==> config.mk <==
export PLATFORM = sky130hd
export DESIGN_NAME = sctl_core
export DESIGN_NICKNAME = d
export VERILOG_FILES = /design/src/rtl/sctl_pkg.sv /design/src/rtl/sctl_state_fsm.sv /design/src/rtl/sctl_w1c_reg.sv /design/src/rtl/sctl_fifo_watch.sv /design/src/rtl/sctl_core.sv
export SDC_FILE = /design/constraint.sdc
export NUM_CORES = 1
export LEC_CHECK = 0
export ABC_AREA = 1
export BUFFER_PORTS_ARGS = -buffer_cell sky130_fd_sc_hd__buf_2
export CAP_MARGIN = 20
export CELL_PAD_IN_SITES_DETAIL_PLACEMENT = 1
export CELL_PAD_IN_SITES_GLOBAL_PLACEMENT = 2
export CORE_UTILIZATION = 23
export DETAILED_ROUTE_END_ITERATION = 7
export GPL_ROUTABILITY_DRIVEN = 0
export GPL_TIMING_DRIVEN = 0
export PLACE_DENSITY = 0.82
export SYNTH_ARGS = -nofsm -noshare
export SYNTH_HDL_FRONTEND = slang
export SYNTH_SLANG_ARGS = --single-unit
export TNS_END_PERCENT = 30
==> constraint.sdc <==
create_clock -name clk -period 1.3 [get_ports clk]
set_input_delay 0.26 -clock clk [delete_from_list [all_inputs] [get_ports clk]]
set_output_delay 0.26 -clock clk [all_outputs]
set_load 0.02 [all_outputs]
==> src/rtl/sctl_pkg.sv <==
package sctl_pkg;
  localparam int DATA_W = 32;
  localparam int ADDR_W = 3;

  localparam logic [1:0] ST_RESET = 2'b00;
  localparam logic [1:0] ST_RUN   = 2'b01;
  localparam logic [1:0] ST_PAUSE = 2'b11;
  localparam logic [1:0] ST_CLEAR = 2'b10;

  localparam logic [ADDR_W-1:0] A_STATE = 3'd0;
  localparam logic [ADDR_W-1:0] A_SWRST = 3'd1;
  localparam logic [ADDR_W-1:0] A_MSTAT = 3'd2;
  localparam logic [ADDR_W-1:0] A_ERRFL = 3'd3;
  localparam logic [ADDR_W-1:0] A_ERREN = 3'd4;
  localparam logic [ADDR_W-1:0] A_OPER  = 3'd5;

  localparam int B_BUS_ERR  = 2;
  localparam int B_ARB_LOST = 3;
  localparam int B_FAILED   = 4;
  localparam int B_INV_RD   = 5;

  localparam int B_OUT_SVC = 8;
  localparam int B_IN_SVC  = 9;

  function automatic logic [DATA_W-1:0] span_mask(int lo, int hi);
    logic [DATA_W-1:0] m;
    for (int i = 0; i < DATA_W; i++) m[i] = (i >= lo) && (i <= hi);
    return m;
  endfunction

  localparam logic [DATA_W-1:0] MSTAT_MASK = span_mask(2, 25);
  localparam logic [DATA_W-1:0] ERR_MASK   = span_mask(2, 6);
  localparam logic [DATA_W-1:0] FAIL_MASK  = span_mask(B_BUS_ERR, B_INV_RD);
endpackage

==> src/rtl/sctl_state_fsm.sv <==
module sctl_state_fsm
  import sctl_pkg::*;
(
  input  logic       clk,
  input  logic       rst,
  input  logic       st_wr,
  input  logic [1:0] st_code,
  input  logic       sw_rst,
  output logic [1:0] state_o,
  output logic       valid_o,
  output logic       run_en_o
);
  logic [1:0] state_q, state_d;
  logic       valid_q, valid_d;
  logic       arm_q, arm_d;
  logic       run_q;

  always_comb begin
    state_d = state_q;
    valid_d = 1'b1;
    arm_d   = arm_q;
    if (sw_rst) begin
      state_d = ST_RESET;
      valid_d = 1'b0;
      arm_d   = 1'b0;
    end else if (st_wr && valid_q) begin
      arm_d = 1'b0;
      case (st_code)
        ST_RESET: begin
          if (state_q != ST_PAUSE) begin
            state_d = ST_RESET;
            valid_d = 1'b0;
          end
        end
        ST_RUN, ST_PAUSE: begin
          state_d = st_code;
          valid_d = 1'b0;
        end
        default: begin
          if (state_q == ST_PAUSE) begin
            if (arm_q) begin
              state_d = ST_RESET;
              valid_d = 1'b0;
            end else begin
              arm_d = 1'b1;
            end
          end
        end
      endcase
    end
  end

  always_ff @(posedge clk) begin
    if (rst) begin
      state_q <= ST_RESET;
      valid_q <= 1'b1;
      arm_q   <= 1'b0;
      run_q   <= 1'b0;
    end else begin
      state_q <= state_d;
      valid_q <= valid_d;
      arm_q   <= arm_d;
      run_q   <= (state_d == ST_RUN) && valid_d;
    end
  end

  assign state_o  = state_q;
  assign valid_o  = valid_q;
  assign run_en_o = run_q;
endmodule

==> src/rtl/sctl_w1c_reg.sv <==
module sctl_w1c_reg #(
  parameter int               W    = 32,
  parameter logic [W-1:0]     MASK = '1
) (
  input  logic         clk,
  input  logic         rst,
  input  logic [W-1:0] set_i,
  input  logic [W-1:0] clr_i,
  output logic [W-1:0] q_o
);
  logic [W-1:0] q;

  always_ff @(posedge clk) begin
    if (rst) q <= '0;
    else     q <= ((q & ~clr_i) | set_i) & MASK;
  end

  assign q_o = q;
endmodule

==> src/rtl/sctl_fifo_watch.sv <==
module sctl_fifo_watch #(
  parameter  int FIFO_DEPTH = 16,
  localparam int LVL_W      = $clog2(FIFO_DEPTH + 1)
) (
  input  logic             clk,
  input  logic             rst,
  input  logic [LVL_W-1:0] out_level,
  input  logic [LVL_W-1:0] in_level,
  output logic [3:0]       lvl_bits,
  output logic             out_drain,
  output logic             in_arrive
);
  localparam logic [LVL_W-1:0] FULL_LVL = LVL_W'(FIFO_DEPTH);

  logic             out_ne_q;
  logic [LVL_W-1:0] in_lvl_q;
  logic             out_ne;

  assign out_ne   = out_level != '0;
  assign lvl_bits = {in_level == FULL_LVL, in_level != '0,
                     out_level == FULL_LVL, out_ne};
  assign out_drain = out_ne_q && !out_ne;
  assign in_arrive = in_level > in_lvl_q;

  always_ff @(posedge clk) begin
    if (rst) begin
      out_ne_q <= 1'b0;
      in_lvl_q <= '0;
    end else begin
      out_ne_q <= out_ne;
      in_lvl_q <= in_level;
    end
  end
endmodule

==> src/rtl/sctl_core.sv <==
module sctl_core
  import sctl_pkg::*;
#(
  parameter  int FIFO_DEPTH = 16,
  localparam int LVL_W      = $clog2(FIFO_DEPTH + 1)
) (
  input  logic              clk,
  input  logic              rst,
  input  logic              reg_wr,
  input  logic [ADDR_W-1:0] reg_addr,
  input  logic [DATA_W-1:0] reg_wdata,
  output logic [DATA_W-1:0] reg_rdata,
  input  logic [DATA_W-1:0] stat_evt,
  input  logic [DATA_W-1:0] err_evt,
  input  logic [LVL_W-1:0]  out_level,
  input  logic [LVL_W-1:0]  in_level,
  output logic [1:0]        cur_state,
  output logic              state_valid,
  output logic              run_en,
  output logic              err_irq,
  output logic              xfer_fail
);
  logic wr_state, wr_swrst, wr_mstat, wr_errfl, wr_erren, wr_oper;
  assign wr_state = reg_wr && (reg_addr == A_STATE);
  assign wr_swrst = reg_wr && (reg_addr == A_SWRST);
  assign wr_mstat = reg_wr && (reg_addr == A_MSTAT);
  assign wr_errfl = reg_wr && (reg_addr == A_ERRFL);
  assign wr_erren = reg_wr && (reg_addr == A_ERREN);
  assign wr_oper  = reg_wr && (reg_addr == A_OPER);

  sctl_state_fsm u_fsm (
    .clk      (clk),
    .rst      (rst),
    .st_wr    (wr_state),
    .st_code  (reg_wdata[1:0]),
    .sw_rst   (wr_swrst && reg_wdata[0]),
    .state_o  (cur_state),
    .valid_o  (state_valid),
    .run_en_o (run_en)
  );

  logic [DATA_W-1:0] mstat_q, errfl_q;
  logic [1:0]        svc_q;

  sctl_w1c_reg #(.W(DATA_W), .MASK(MSTAT_MASK)) u_mstat (
    .clk   (clk),
    .rst   (rst),
    .set_i (stat_evt),
    .clr_i (wr_mstat ? reg_wdata : '0),
    .q_o   (mstat_q)
  );

  sctl_w1c_reg #(.W(DATA_W), .MASK(ERR_MASK)) u_errfl (
    .clk   (clk),
    .rst   (rst),
    .set_i (err_evt),
    .clr_i (wr_errfl ? reg_wdata : '0),
    .q_o   (errfl_q)
  );

  logic [3:0] lvl_bits;
  logic       out_drain, in_arrive;

  sctl_fifo_watch #(.FIFO_DEPTH(FIFO_DEPTH)) u_watch (
    .clk       (clk),
    .rst       (rst),
    .out_level (out_level),
    .in_level  (in_level),
    .lvl_bits  (lvl_bits),
    .out_drain (out_drain),
    .in_arrive (in_arrive)
  );

  sctl_w1c_reg #(.W(2), .MASK(2'b11)) u_svc (
    .clk   (clk),
    .rst   (rst),
    .set_i ({in_arrive, out_drain}),
    .clr_i (wr_oper ? reg_wdata[B_IN_SVC:B_OUT_SVC] : 2'b00),
    .q_o   (svc_q)
  );

  logic [DATA_W-1:0] erren_q;
  logic              irq_q, fail_q;
  logic [DATA_W-1:0] oper_word;

  always_comb begin
    oper_word = '0;
    oper_word[3:0] = lvl_bits;
    oper_word[B_IN_SVC:B_OUT_SVC] = svc_q;
  end

  always_ff @(posedge clk) begin
    if (rst) begin
      erren_q   <= '0;
      irq_q     <= 1'b0;
      fail_q    <= 1'b0;
      reg_rdata <= '0;
    end else begin
      if (wr_erren) erren_q <= reg_wdata & ERR_MASK;
      irq_q  <= |(errfl_q & erren_q);
      fail_q <= |(mstat_q & FAIL_MASK);
      case (reg_addr)
        A_STATE: reg_rdata <= {{(DATA_W-3){1'b0}}, state_valid, cur_state};
        A_MSTAT: reg_rdata <= mstat_q;
        A_ERRFL: reg_rdata <= errfl_q;
        A_ERREN: reg_rdata <= erren_q;
        A_OPER:  reg_rdata <= oper_word;
        default: reg_rdata <= '0;
      endcase
    end
  end

  assign err_irq   = irq_q;
  assign xfer_fail = fail_q;
endmodule

==> out/qor.yml, run 1 <==
die:
  rows: 40
  io_pins: 150
  coreArea_um2: 12200
  die_y_um: 115
  die_area_um2: 13200
  start_util_pct: 24.0
  die_width_um: 115
critical_path:
  timing.rr.start: "u_watch.in_lvl_q[4]$_SDFF_PP0_"
  rr_worst_depth: 8
  crit_start: "u_watch.in_lvl_q[4]$_SDFF_PP0_"
  path_max_fanout: 3
  end_kind: "flip-flop"
  crit_arrival_ps: 1510
  crit_required_ps: 1560
  startpoint_type: "flip-flop"
  critPathKind: "flip-flop to flip-flop"
worst_hold_path:
  min_path_type: "input port to flip-flop"
  hp-start: "stat_evt[25]"
  hold_depth: 3
timing:
  hold_violations: 0
  final.period_utilization_pct: 95.7
  max_freq_ghz: 0.803
  setup_violations: 0
  final_max_slew_viol_count: 0
  period_needed_ps: 1240
  maxSlewHeadroom_pct: 62.1
  tightest_slew_ps: 568
  rsz0062_at_grt: "yes"
  clock_skew_ps: 5.69
  hold_slack_ps: 137
  setup-tns-final_ps: 0
synth:
  yosysSeqAreaShare_pct: 51.2
  yosysUniqueCellTypes: 26
  synthCells: 385
  yosys_warnings: 0
  ys_ff_latch: 75
  yosysTopAreaCellShare_pct: 51.2
  syn_avg_cell_area_um2: 7.61
  synth.largest_area_cell: "dfxtp_1"
  ys_top_cells_by_area: "dfxtp_1 51%, nor2_1 8.6%, a21oi_1 8.0%, inv_1 6.5%, nand2_1 5.9%"
  syn_area_um2: 2930
power_and_ir_drop:
  seqPwrFrac_pct: 43.5
  p_leak_uw: 0.00192
  vdd_drop_max_uv: 693
  p_switching_uw: 1300
  combPwrFrac_pct: 9.9
  pwr-share-clk_pct: 46.6
  power_uw: 5650
  power_density_nw_per_um2: 1410
  swShare_pct: 22.9
  intPower_uw: 4360
cts:
  clk_latency_ps: 330
  cts.sinks: 75
  cts_max_path_buffers: 2
  h-tree-depth: 3
  cts-root-buf: "clkbuf_16"
  cts_buffers: 9
  cts_tree: "built"
  cts.reportedPaths.clkPinSlew_ps: 60
detailed_routing:
  drtAntennaViolNets: 0
  wirelength_mm: 9.07
  routedWlPerCell_um: 13.4
  routed_via_density: 4.23
  drc: 0
  drtPass1Iterations: 4
  vias: 2867
  drt_iter0_markers: 91
global_routing:
  grt.total_usage_pct: 14.2
  grt_pass1_vias: 2896
  overflow: 0
  antenna_found_initial: 0
  grt_max_degree: 12
  grt_first_pass_wirelength_mm: 14.0
finish:
  fillers: 1571
  nets: 622
  area_delta_synth_final_pct: 37.0
  fin_area_um2: 4020
  antenna_cells: 0
  layout-drive-gt1-share_pct: 26.3
outcome:
  status: "finished clean"
place:
  numPortBuffers: 100
  place_area_um2: 3660
  hpwl_mm: 6.88
run:
  maxCapViolations: 0
logic make-up after synthesis:
family | after synthesis | share of synthesized area, %
other cells | 1 | 0.128
simple gates | 151 | 21.6
buf+inv | 72 | 10.4
flops | 75 | 51.2
compound gates | 81 | 14.6
fa+ha+maj | 5 | 2.13
path summary, 6_finish.rpt:
path,to,slack (ps)
min reg2reg,reg_rdata[7]$_SDFF_PP0_,440
min,u_mstat.q_o[25]$_SDFF_PP0_,140
max reg2reg,u_svc.q_o[1]$_SDFF_PP0_,60
max,u_svc.q_o[1]$_SDFF_PP0_,60
power by group through the flow:
stage                     clock [µW]  combinational (µW)  sequential, µW
after floorplan                    0                 290            2520
after CTS                       2720                 560            2460
after global routing            2800                 635            2470
after detailed placement           0                 557            2510
final                           2630                 561            2460
after global placement             0                 543            2500
synthesized netlist by cell type:
cell type	number
dfxtp_1	75
o211ai_1	1
nand2_2	1
o21bai_1	1
a21oi_1	47
buf_2	3
o22a_1	1
nor2_1	67
nand4_1	4
conb_1	1
nor3_4	1
o21ai_1	5
a31oi_1	1
clkinv_1	1
a22oi_1	2
clkbuf_1	10
nand2_1	46
inv_1	51
a21boi_0	1
o21ai_0	18
ha_1	5
o22ai_1	4
buf_6	1
nand3_1	29
buf_4	6
nor3_1	3
per-stage QoR:
stage | utilization, % | setup WS [ps] | cells
2_1_floorplan | - | 69.6 | 390
3_3_place_gp | 30.0 | -378 | 658
3_5_place_dp | 30.0 | -385 | 658
4_1_cts | 32.5 | 49.0 | 673
5_1_grt | 32.9 | -64.9 | 677
6_report | 32.9 | 55.4 | 677
layout by cell type (no fill, tap or decap), drive strengths merged:
master / n
a21boi: 1
a21oi: 47
a22oi: 2
a31oi: 1
buf: 112
bufinv: 2
clkbuf: 25
clkinv: 1
conb: 6
dfxtp: 75
ha: 5
inv: 51
nand2: 47
nand3: 29
nand4: 4
nor2: 67
nor3: 4
o211ai: 1
o21ai: 23
o21bai: 1
o22a: 1
o22ai: 4
worst max-delay path: stages (launching register included):
cell and delay [ps]:
dfxtp_1 310, inv_1 40, ha_1 300, nand2_1 80, nor2_2 100, nand2_1 70
nand3_1 80, nand2_1 70, a21oi_1 120
cell type report:
class	instances	area (µm²)	area share [%]
multi-input cells	243	1150	28.7
well taps	168	210	5.23
repair buffers	104	531	13.2
flip-flops and latches	75	1500	37.4
clock buffers	13	250	6.23
clock inverters	2	60.1	1.49
plain buffers	20	116	2.90
inverters	52	195	4.86
metal layers:
metal	wire length, µm	GRT usage (%)	share of wire, %
met5	0	0	0
met4	142	5.63	1.6
met3	475	3.53	5.2
met2	4230	23.9	47
met1	4220	17.3	47
registers in the layout, indices dropped and copies added (netlist names):
register / count
reg_rdata: 26
xfer_fail: 1
u_watch.in_lvl_q: 5
u_fsm.valid_o: 1
u_watch.out_ne_q: 1
u_svc.q_o: 2
erren_q: 5
u_fsm.arm_q: 1
u_errfl.q_o: 5
u_fsm.state_o: 2
u_mstat.q_o: 24
u_fsm.run_en_o: 1
err_irq: 1
repair_timing:
action	4_1_cts	5_1_grt
buffers inserted	0	4
endpoints found under the setup margin	3	18
cloned	0	0
hold buffers	0	0
endpoints found under the hold margin	0	0
resized for setup	1	8
pin swaps	0	1
No activity file was read; power rests on OpenSTA's default activity.
==> inputs of run 2 (changes only) <==
--- a/config.mk
+++ b/config.mk
@@ -5,16 +5,14 @@
 export SDC_FILE = /design/constraint.sdc
 export NUM_CORES = 1
 export LEC_CHECK = 0
-export ABC_AREA = 1
 export BUFFER_PORTS_ARGS = -buffer_cell sky130_fd_sc_hd__buf_2
 export CAP_MARGIN = 20
-export CELL_PAD_IN_SITES_DETAIL_PLACEMENT = 1
-export CELL_PAD_IN_SITES_GLOBAL_PLACEMENT = 2
-export CORE_UTILIZATION = 23
+export CORE_ASPECT_RATIO = 0.6
+export CORE_UTILIZATION = 45
 export DETAILED_ROUTE_END_ITERATION = 7
 export GPL_ROUTABILITY_DRIVEN = 0
 export GPL_TIMING_DRIVEN = 0
-export PLACE_DENSITY = 0.82
+export PLACE_DENSITY = 0.84
 export SYNTH_ARGS = -nofsm -noshare
 export SYNTH_HDL_FRONTEND = slang
 export SYNTH_SLANG_ARGS = --single-unit
==> run 2 against run 1 <==
Compared with the run above:
- the flow now finishes with violations (design-rule violations)
- register-to-register slack worse by 40 ps
- maximum frequency is 3.2% lower
- global-route usage is 7.0 points higher
- synthesized cell count is 17% lower
- critical path type unchanged
- largest cell class unchanged
- largest power group is now registers
==> out/qor.yml, run 2 <==
cts:
  post_cts_buffers: 0  # unchanged
  holdBufCountCts: 0  # unchanged
  cts.sinks: 75  # unchanged
  h-tree-depth: 3  # unchanged
  cts-root-buf: "clkbuf_8"
  cts_max_path_buffers: 2  # unchanged
  cts_tree: "built"
  cts.reportedPaths.clkPinSlew_ps: 70  # about the same
  clk_latency_ps: 340  # about the same
  cts_buffers: 9  # unchanged
timing:
  final_max_slew_viol_count: 0  # unchanged
  max_freq_ghz: 0.778  # -3.2%
  hold_violations: 0  # unchanged
  period_needed_ps: 1290  # +40.7 ps
  setup_violations: 0  # unchanged
  final.period_utilization_pct: 98.9  # +3.1 points
  tightest_slew_ps: 527  # -41.0 ps
  maxSlewHeadroom_pct: 64.9  # +2.7 points
  rsz0062_at_grt: "yes"
  layout_setup_ws_ps: 14.6  # -40.7 ps
  clock_skew_ps: 5.96  # +0.273 ps
detailed_routing:
  drc: 1  # +1
  drt_iter0_markers: 89  # -2.2%
  routed_via_density: 4.89  # +15%
  wirelength_mm: 6.90  # -24%
  routedWlPerCell_um: 13.1  # -1.8%
  drtAntennaViolNets: 0  # unchanged
  drtPass1Iterations: 6  # +2
  vias: 2566  # -10%
synth:
  synth_compound_area_share_pct: 12.8  # -1.7 points
  yosysSeqAreaShare_pct: 52.4  # +1.2 points
  ys_ff_latch: 75  # unchanged
  synthCells: 321  # -17%
  muxShareOfSynthArea_pct: 4.20  # +4.2 points
  synth.largest_area_cell: "dfxtp_1"
  synth_edf_count: 0  # unchanged
  synthXorXnorAreaFrac_pct: 0  # unchanged
  synthSimpleGateAreaFrac_pct: 22.6  # +1.1 points
  syn_avg_cell_area_um2: 8.92  # +17%
  yosysUniqueCellTypes: 46  # +77%
  syn_area_um2: 2860  # -2.3%
  yosys_warnings: 0  # unchanged
  synthArstFlopShare_pct: 0  # unchanged
  synth.most_common_cell: "dfxtp_1"
  synth_fa_ha_area_share_pct: 2.19  # +0.051 points
  synth_top_family_by_area: "simple AND/OR/NAND/NOR gates"
  ys_top_cells_by_area: "dfxtp_1 52%, nor2_1 7.2%, a21oi_1 5.9%, nand2_1 4.6%, mux2i_1 4.2%"
  yosysTopAreaCellShare_pct: 52.4  # +1.2 points
  synth-main-ff-cell: "dfxtp_1"
  synth_common_cells: "75 x dfxtp_1, 55 x nor2_1, 35 x nand2_1"
global_routing:
  grt_pass1_vias: 2329  # -20%
  grt_first_pass_wirelength_mm: 10.9  # -22%
  grt_max_degree: 18  # +6
  grt.total_usage_pct: 21.2  # +7.0 points
  overflow: 0  # unchanged
  antenna_found_initial: 0  # unchanged
worst_hold_path:
  min_path_type: "input port to flip-flop"
  hp-start: "stat_evt[15]"
place:
  place_ws_ps: -406  # -20.9 ps
  place_area_um2: 3500  # -4.4%
  hpwl_mm: 5.18  # -25%
  numPortBuffers: 100  # unchanged
  numPlacedInstances: 510  # -22%
outcome:
  status: "finished with violations"
  failed_checks: "design-rule violations"
critical_path:
  critPathKind: "flip-flop to flip-flop"
  timing.rr.start: "u_watch.in_lvl_q[4]$_SDFF_PP0_"
  crit_arrival_ps: 1560  # +50 ps
  startpoint_type: "flip-flop"
  path_max_fanout: 2  # -1
  end_kind: "flip-flop"
  crit_start: "u_watch.in_lvl_q[4]$_SDFF_PP0_"
  crit_required_ps: 1570  # about the same
finish:
  finalNonFillerCells: 525  # -22%
  most-common-layout-cells: "103 x buf_2, 70 x dfxtp_1, 55 x nor2_1, 35 x nand2_1, 33 x a21oi_1"
  fin_area_um2: 3790  # -5.6%
  area_delta_synth_final_pct: 32.5
  largest_reg_flops: 26  # unchanged
  regMostFlops: "reg_rdata"
  layout-drive-gt1-share_pct: 34.5  # +8.1 points
  nets: 553  # -11%
  antenna_cells: 0  # unchanged
  final_common_cell: "buf_2"
run:
  maxCapViolations: 0  # unchanged
die:
  start_util_pct: 46.6  # +23 points
  coreArea_um2: 6140  # -50%
  rows: 22  # -45%
  die_width_um: 105  # -8.6%
  io_pins: 150  # unchanged
  die_y_um: 63.8  # -44%
  die_area_um2: 6690  # -49%
power_and_ir_drop:
  vdd_drop_max_uv: 793  # +14%
  power_density_nw_per_um2: 1310  # -6.9%
  p_leak_uw: 0.00176  # -8.4%
[run 2: cell type report]
type	count	area, µm²
fillers	541	2340
flip-flops and latches	75	1510
multi-input cells	219	1290
repair buffers	100	500
clock buffers	12	155
plain buffers	20	125
well taps	84	105
clock inverters	4	72.6
inverters	11	41.3
[run 2: per-stage QoR]
step           hold WS, ps  power, µW  setup TNS (ps)  util (%)
2_1_floorplan          377       2780            -265         -
3_5_place_dp           442       2990          -13310      57.0
5_1_grt                110       5200           -42.1      61.8
3_3_place_gp           434       2970          -11210      57.0
4_1_cts                106       4980           -4.12      60.6
6_report               127       4970               0      61.8
[run 2: path summary, 6_finish.rpt]
kind	end	slack (ps)	cells after the start
max reg2reg	u_svc.q_o[1]$_SDFF_PP0_	10	6
min	u_mstat.q_o[15]$_SDFF_PP0_	130	3
max	u_svc.q_o[1]$_SDFF_PP0_	10	6
min reg2reg	reg_rdata[19]$_SDFF_PP0_	460	1
[run 2: cells by family (layout without fill, tap and decap cells)]
logic type | count (synthesis) | in the layout
other | 1 | 6
AND/OR/NAND/NOR | 137 | 137
buffers and inverters | 32 | 147
multiplexers | 12 | 12
AO/OA/AOI/OAI | 59 | 59
flip-flops | 75 | 75
adder cells (fa/ha/maj) | 5 | 5
[run 2: critical path, cell delays in order, from the launching register on]
cell,delay (ps)
dfxtp_2,330
inv_2,40
ha_4,260
and3_4,190
o21ai_2,50
a32o_2,240
a21oi_2,110
[run 2: power breakdown]
| part | internal (µW) | total, µW | switching (µW) |
|---|---|---|---|
| Clock | 1180 | 2000 | 813 |
| Combinational | 236 | 518 | 282 |
| Sequential | 2400 | 2460 | 54.1 |
[run 2: timing repair]
action	in CTS	in global routing
setup endpoints to repair	11	6
resized for setup	0	19
pin swaps	0	2
[run 2: metal layers]
metal | part of all wire, % | GRT usage, % | routed length [µm] | up-vias
met5 | 0 | 0 | 0 | -
met4 | 0.51 | 5.81 | 35 | 0
met3 | 8.4 | 7.76 | 581 | 4
met2 | 44 | 32.3 | 3040 | 97
met1 | 47 | 28.3 | 3250 | 1171
li1 | - | - | - | 1294
